File: src/rtl/mwr_pkg.sv
`timescale 1ns/1ps
// Shared constants and types for the serial EEPROM burst reader.
// Assumes the device returns 16-bit words and uses a 2-bit read opcode.
package mwr_pkg;
    localparam int WORD_W   = 16;
    localparam int HDR_BITS = 4;          // setup period + start bit + 2 opcode bits
    localparam logic [2:0] FRAME_HEAD = 3'b110;  // start bit, then read opcode

    typedef enum logic [1:0] {
        ST_IDLE = 2'd0,
        ST_SEL  = 2'd1,
        ST_GAP  = 2'd2
    } mwr_state_t;
endpackage

File: src/rtl/mwr_phase_gen.sv
`timescale 1ns/1ps
// Serial clock phase generator.
// While run is high it produces a low phase of LO_CYC cycles, then a high
// phase of HI_CYC cycles, and repeats. fall_tick marks the last cycle of
// each high phase. Assumes LO_CYC and HI_CYC are both at least 1.
module mwr_phase_gen #(
    parameter int LO_CYC = 50,
    parameter int HI_CYC = 150
) (
    input  logic clk,
    input  logic rst_n,
    input  logic run,
    output logic phase_hi,
    output logic fall_tick
);
    localparam int MAX_CYC = (LO_CYC > HI_CYC) ? LO_CYC : HI_CYC;
    localparam int DIV_W   = $clog2(MAX_CYC + 1);

    logic [DIV_W-1:0] cnt_q;
    logic             hi_q;
    logic             lo_end;

    // End-of-phase decode.
    always_comb begin
        lo_end    = run && !hi_q && (cnt_q == DIV_W'(LO_CYC - 1));
        fall_tick = run &&  hi_q && (cnt_q == DIV_W'(HI_CYC - 1));
    end

    // Phase counter and phase flag.
    always_ff @(posedge clk) begin
        if (!rst_n || !run) begin
            cnt_q <= '0;
            hi_q  <= 1'b0;
        end else if (lo_end) begin
            cnt_q <= '0;
            hi_q  <= 1'b1;
        end else if (fall_tick) begin
            cnt_q <= '0;
            hi_q  <= 1'b0;
        end else begin
            cnt_q <= cnt_q + 1'b1;
        end
    end

    assign phase_hi = hi_q;
endmodule

File: src/rtl/mwr_word_capture.sv
`timescale 1ns/1ps
// Serial-to-parallel word capture.
// It shifts din in at every sample. The register is WORD_W wide, so a
// leading extra bit falls off the top. valid pulses in the cycle after the
// sample that is flagged last.
module mwr_word_capture #(
    parameter int WORD_W = 16
) (
    input  logic              clk,
    input  logic              rst_n,
    input  logic              sample,
    input  logic              last,
    input  logic              din,
    output logic [WORD_W-1:0] word,
    output logic              valid
);
    // Shift register and completion strobe.
    always_ff @(posedge clk) begin
        if (!rst_n) begin
            word  <= '0;
            valid <= 1'b0;
        end else begin
            valid <= sample && last;
            if (sample) begin
                word <= {word[WORD_W-2:0], din};
            end
        end
    end
endmodule

File: src/rtl/mwr_burst_read.sv
`timescale 1ns/1ps
// Serial EEPROM burst word reader (top).
// For each word it raises mem_sel and sends a setup period with data low,
// then the start bit, the read opcode and the address MSB first. It then
// samples 17 bits at the end of the high phases and drops mem_sel for one
// period. go is looked at only while idle.
// Assumes ADDR_W is 6 or 8 and the device drives mem_din after each rise.
module mwr_burst_read
    import mwr_pkg::*;
#(
    parameter int ADDR_W = 6,
    parameter int CNT_W  = ADDR_W + 1,
    parameter int LO_CYC = 50,
    parameter int HI_CYC = 150
) (
    input  logic              clk,
    input  logic              rst_n,
    input  logic              go,
    input  logic [ADDR_W-1:0] start_addr,
    input  logic [CNT_W-1:0]  word_count,
    output logic              mem_sel,
    output logic              mem_clk,
    output logic              mem_dout,
    input  logic              mem_din,
    output logic [WORD_W-1:0] word_data,
    output logic              word_valid,
    output logic              done
);
    localparam int NBITS  = HDR_BITS + ADDR_W + WORD_W;
    localparam int IDX_W  = $clog2(NBITS);
    localparam int HDR_W  = 3 + ADDR_W;
    localparam int FIRST_SAMPLE = HDR_BITS + ADDR_W - 1;

    mwr_state_t        state_q;
    logic [IDX_W-1:0]  bit_q;
    logic [ADDR_W-1:0] addr_q;
    logic [CNT_W-1:0]  remain_q;
    logic [HDR_W-1:0]  hdr_q;
    logic              done_q;

    logic phase_hi, fall_tick, run;
    logic last_bit, sample_en;

    assign run = (state_q != ST_IDLE);

    mwr_phase_gen #(
        .LO_CYC (LO_CYC),
        .HI_CYC (HI_CYC)
    ) u_phase (
        .clk       (clk),
        .rst_n     (rst_n),
        .run       (run),
        .phase_hi  (phase_hi),
        .fall_tick (fall_tick)
    );

    // Decode of the period within the select window.
    always_comb begin
        last_bit  = (bit_q == IDX_W'(NBITS - 1));
        sample_en = (state_q == ST_SEL) && fall_tick && (bit_q >= IDX_W'(FIRST_SAMPLE));
    end

    // Burst sequencer: frame bits, per-word gap, address step and done.
    always_ff @(posedge clk) begin
        if (!rst_n) begin
            state_q  <= ST_IDLE;
            bit_q    <= '0;
            addr_q   <= '0;
            remain_q <= '0;
            hdr_q    <= '0;
            done_q   <= 1'b0;
        end else begin
            done_q <= 1'b0;
            case (state_q)
                ST_IDLE: begin
                    if (go) begin
                        if (word_count == '0) begin
                            done_q <= 1'b1;
                        end else begin
                            state_q  <= ST_SEL;
                            bit_q    <= '0;
                            addr_q   <= start_addr;
                            remain_q <= word_count;
                            hdr_q    <= {FRAME_HEAD, start_addr};
                        end
                    end
                end
                ST_SEL: begin
                    if (fall_tick) begin
                        if (bit_q != '0) begin
                            hdr_q <= {hdr_q[HDR_W-2:0], 1'b0};
                        end
                        if (last_bit) begin
                            state_q <= ST_GAP;
                            bit_q   <= '0;
                            addr_q  <= addr_q + 1'b1;
                        end else begin
                            bit_q <= bit_q + 1'b1;
                        end
                    end
                end
                ST_GAP: begin
                    if (fall_tick) begin
                        if (remain_q == CNT_W'(1)) begin
                            state_q <= ST_IDLE;
                            done_q  <= 1'b1;
                        end else begin
                            state_q  <= ST_SEL;
                            remain_q <= remain_q - 1'b1;
                            hdr_q    <= {FRAME_HEAD, addr_q};
                        end
                    end
                end
                default: state_q <= ST_IDLE;
            endcase
        end
    end

    mwr_word_capture #(
        .WORD_W (WORD_W)
    ) u_capture (
        .clk    (clk),
        .rst_n  (rst_n),
        .sample (sample_en),
        .last   (last_bit),
        .din    (mem_din),
        .word   (word_data),
        .valid  (word_valid)
    );

    // Serial line drive; everything idles low outside the select window.
    always_comb begin
        mem_sel  = (state_q == ST_SEL);
        mem_clk  = mem_sel && phase_hi;
        mem_dout = mem_sel && (bit_q != '0) && hdr_q[HDR_W-1];
    end

    assign done = done_q;
endmodule

File: config.mk
export PLATFORM = sky130hd
export DESIGN_NAME = mwr_burst_read
export DESIGN_NICKNAME = d
export VERILOG_FILES = /design/src/rtl/mwr_pkg.sv /design/src/rtl/mwr_phase_gen.sv /design/src/rtl/mwr_word_capture.sv /design/src/rtl/mwr_burst_read.sv
export SDC_FILE = /design/constraint.sdc
export NUM_CORES = 1
export LEC_CHECK = 0
export BUFFER_PORTS_ARGS = -buffer_cell sky130_fd_sc_hd__buf_2
export CORE_ASPECT_RATIO = 0.6
export CORE_MARGIN = 5
export CORE_UTILIZATION = 50
export CTS_BUF_LIST = sky130_fd_sc_hd__clkbuf_8
export DETAILED_ROUTE_END_ITERATION = 6
export PLACE_DENSITY = 0.73
export SYNTH_ARGS = -nofsm -noshare
export SYNTH_HDL_FRONTEND = slang
export SYNTH_HIERARCHICAL = 1
export SYNTH_SLANG_ARGS = --single-unit
File: constraint.sdc
create_clock -name clk -period 2.15 [get_ports clk]
set_input_delay 0.215 -clock clk [delete_from_list [all_inputs] [get_ports clk]]
set_output_delay 0.215 -clock clk [all_outputs]
set_load 0.01 [all_outputs]
==> metrics <==
main flop type after synthesis dfxtp_1; Worst Path Max Fanout 8; first-pass GRT wire length 12100 um; max_cap viols 0; skew final 0.00835 ns; multi-input logic area 1870 um2; layout cells sized above 1 24.6%; core area 6080 um2; clk sink count 56; Synth top area share 35.9%; WP buf/inv 5; Residual DRC 0; Final Max Slew Viols 0; vias in the first global route 2567; IO buf count 37; Post-Syn Area 3130 um2; crit end category flop; Final ANT Viol Nets 0; DR iter-0 viols 142; die width 112 um; CTS buffer count 5; Worst Path Required 2.36 ns; Sequential Power Share 33.7%; Hold Slack 0.163 ns; power density of the placed cells 1100 nW/um2; Reg area 1120 um2; Final Cycle Share 99.1%; Final min period 2.13 ns; Synth area leaders dfxtp_1 (36%), mux2i_1 (11%), nand2_1 (5.4%), ha_1 (5.2%), nor2b_1 (3.8%); DR WL/cell 15.2 um; Cell Rows 22; initial antenna violation count 0; gp weighted congestion 0.901; htree depth 2; die height 71.2 um; Synth async-reset ratio 0%; Max Clock Freq 0.470 GHz; total grt overflow 0; Lkg Pwr 0.00146 uW; count leader, synth dfxtp_1; xor-xnor portion of the synthesized cell area 0.841%; crit-path max cell delay 0.36 ns; drt pass-1 iters 7; fin area 3750 um2; via/cell ratio 5.67; Seq/Total Area, Yosys 35.9%; CTS max path bufs 2; Non-Filler Instances 494; Synth Area in Simple Gates 22.5%; Comb pwr share 48.8%; fin nets 439; gr usage total 18.1%; relative slew slack 65.5%; Root Buffer clkbuf_8; Sw Pwr 1650 uW; Syn Inst Count 355; post-detail-place hpwl 5290 um; Hold WC Path Type in -> reg; Synth Register Bits 56; synthesized area per cell 8.80 um2; Ant. Diodes 0; Worst setup SP type flop; Synth Area in Adders 5.20%; status finished, final reports clean; clock share of power 17.6%; crit-path cells inv_2 > ha_4 > inv_2 > nand4b_1 > nor3_4 > buf_4 > buf_4 > nand2_2 > nor2_4 > clkbuf_16 > mux2i_1 > nor2b_1; Fin. Hold Viols 0; leading area contributor after synthesis dfxtp_1; Syn Nets 385; CP top delay family simple AND/OR/NAND/NOR gates; Synth-to-Final Area Change 20.0%; final WL 7490 um; Post-CTS Hold Fix Bufs 0; DIE AREA 7980 um2; setup_tns 0 ns; placed insts 482; starting density of the core 51.4%; crit path kind reg -> reg; combinational family with the most area after synthesis simple AND/OR/NAND/NOR gates; dpl cell area 3530 um2; Synth cell types 51; clock slew at reported path FFs 0.11 ns; largest net degree at the start of global routing 31; Post-synth EDFFs 0; worst-skew pair later-pin latency 0.32 ns; final setup fails 0; I/O pins 38; worst path arrival time 2.34 ns; CTS tree done; Critical-path top delay cell dfxtp_2; Synth Area in Compound Gates 17.8%; Internal 2500 uW; mux contribution to synthesized area 11.6%; synth cell count leaders dfxtp_1 (56), nand2_1 (45), mux2i_1 (34); Synth Warn # 6; Worst Tran Pin Value 0.512 ns; fill count 539; vias 2799; VDD IR-drop max 789 uV; Switching Share 39.7%
stage by stage:
step	util, %	setup WS, ns	power, uW
after floorplan	-	0.0181	2740
after global placement	58.0	0.178	3280
after detailed placement	58.0	0.119	3330
after CTS	59.9	0.0904	4060
after global routing	61.7	-0.0603	4430
final	61.7	0.0204	4140
cells in the final DEF, fill, tap and decap left out, types with 8 or more instances in the layout:
cell      Yosys  layout
nor3_1        9       8
dfxtp_1      56      53
mux2i_1      34      33
nand2_1      45      44
inv_1        20      17
nor2_1       11      10
nand3_1      15      14
o21ai_0      11      11
nand2b_1      9       8
ha_1         13      12
buf_4         0      25
nor2b_1      19      19
a211oi_1     10      10
buf_2         2      37
state kept, by name, indices dropped and copies added (netlist names):
register          count
done                  1
u_phase/cnt_q         8
u_capture/word       16
state_q               2
u_phase/phase_hi      1
u_capture/valid       1
hdr_q                 9
addr_q                6
bit_q                 5
remain_q              7
power by group through the flow:
stage / Sequential [uW] / Clock [uW] / Combinational, uW
final: 1400 / 728 / 2020
after global routing: 1420 / 784 / 2230
after CTS: 1380 / 746 / 1930
after detailed placement: 1410 / 0 / 1920
after global placement: 1400 / 0 / 1880
after floorplan: 1380 / 0 / 1370
worst paths after layout:
kind | cells after the start | endpoint | start | slack (ns)
worst max-delay path | 12 | u_capture/word[12] | state_q[0] | 0.02
worst min-delay path | 3 | u_capture/word[0] | mem_din | 0.16
worst max register to register | 12 | u_capture/word[12] | state_q[0] | 0.02
worst min register to register | 2 | hdr_q[1] | hdr_q[1] | 0.47
layer usage:
layer / vias to the layer above / part of all wire (%) / GRT usage (%) / routed length (um)
met5: - / 0 / 0 / 0
met2: 97 / 42 / 26.4 / 3140
met4: 0 / 1.2 / 5.20 / 91
met1: 1300 / 50 / 26.9 / 3750
met3: 9 / 6.8 / 4.05 / 507
li1: 1393 / - / - / -
worst reg2reg max path, stage by stage (launching register included):
cell	delay (ns)
dfxtp_2	0.36
inv_2	0.05
ha_4	0.16
inv_2	0.05
nand4b_1	0.16
nor3_4	0.24
buf_4	0.15
buf_4	0.10
nand2_2	0.06
nor2_4	0.21
clkbuf_16	0.20
mux2i_1	0.23
nor2b_1	0.07
area by class of cell:
type | count | share of cell area, %
Multi-Input combinational cell | 260 | 49.8
Tap cell | 84 | 2.80
Clock buffer | 5 | 1.83
Timing Repair Buffer | 66 | 12.3
Sequential cell | 56 | 30.0
Clock inverter | 3 | 1.23
Inverter | 20 | 2.00
cell families after synthesis:
| group | Yosys count |
|---|---|
| compound gates | 75 |
| fa+ha+maj | 13 |
| flops | 56 |
| buf+inv | 39 |
| simple gates | 133 |
| mux | 36 |
| xor+xnor | 3 |
timing repair:
| item | 4_1_cts | 5_1_grt |
|---|---|---|
| gates resized for setup | 0 | 13 |
| buffers inserted | 0 | 2 |
| endpoints found under the setup margin | 0 | 13 |
Note: power is estimated with default switching activity, not from simulation.
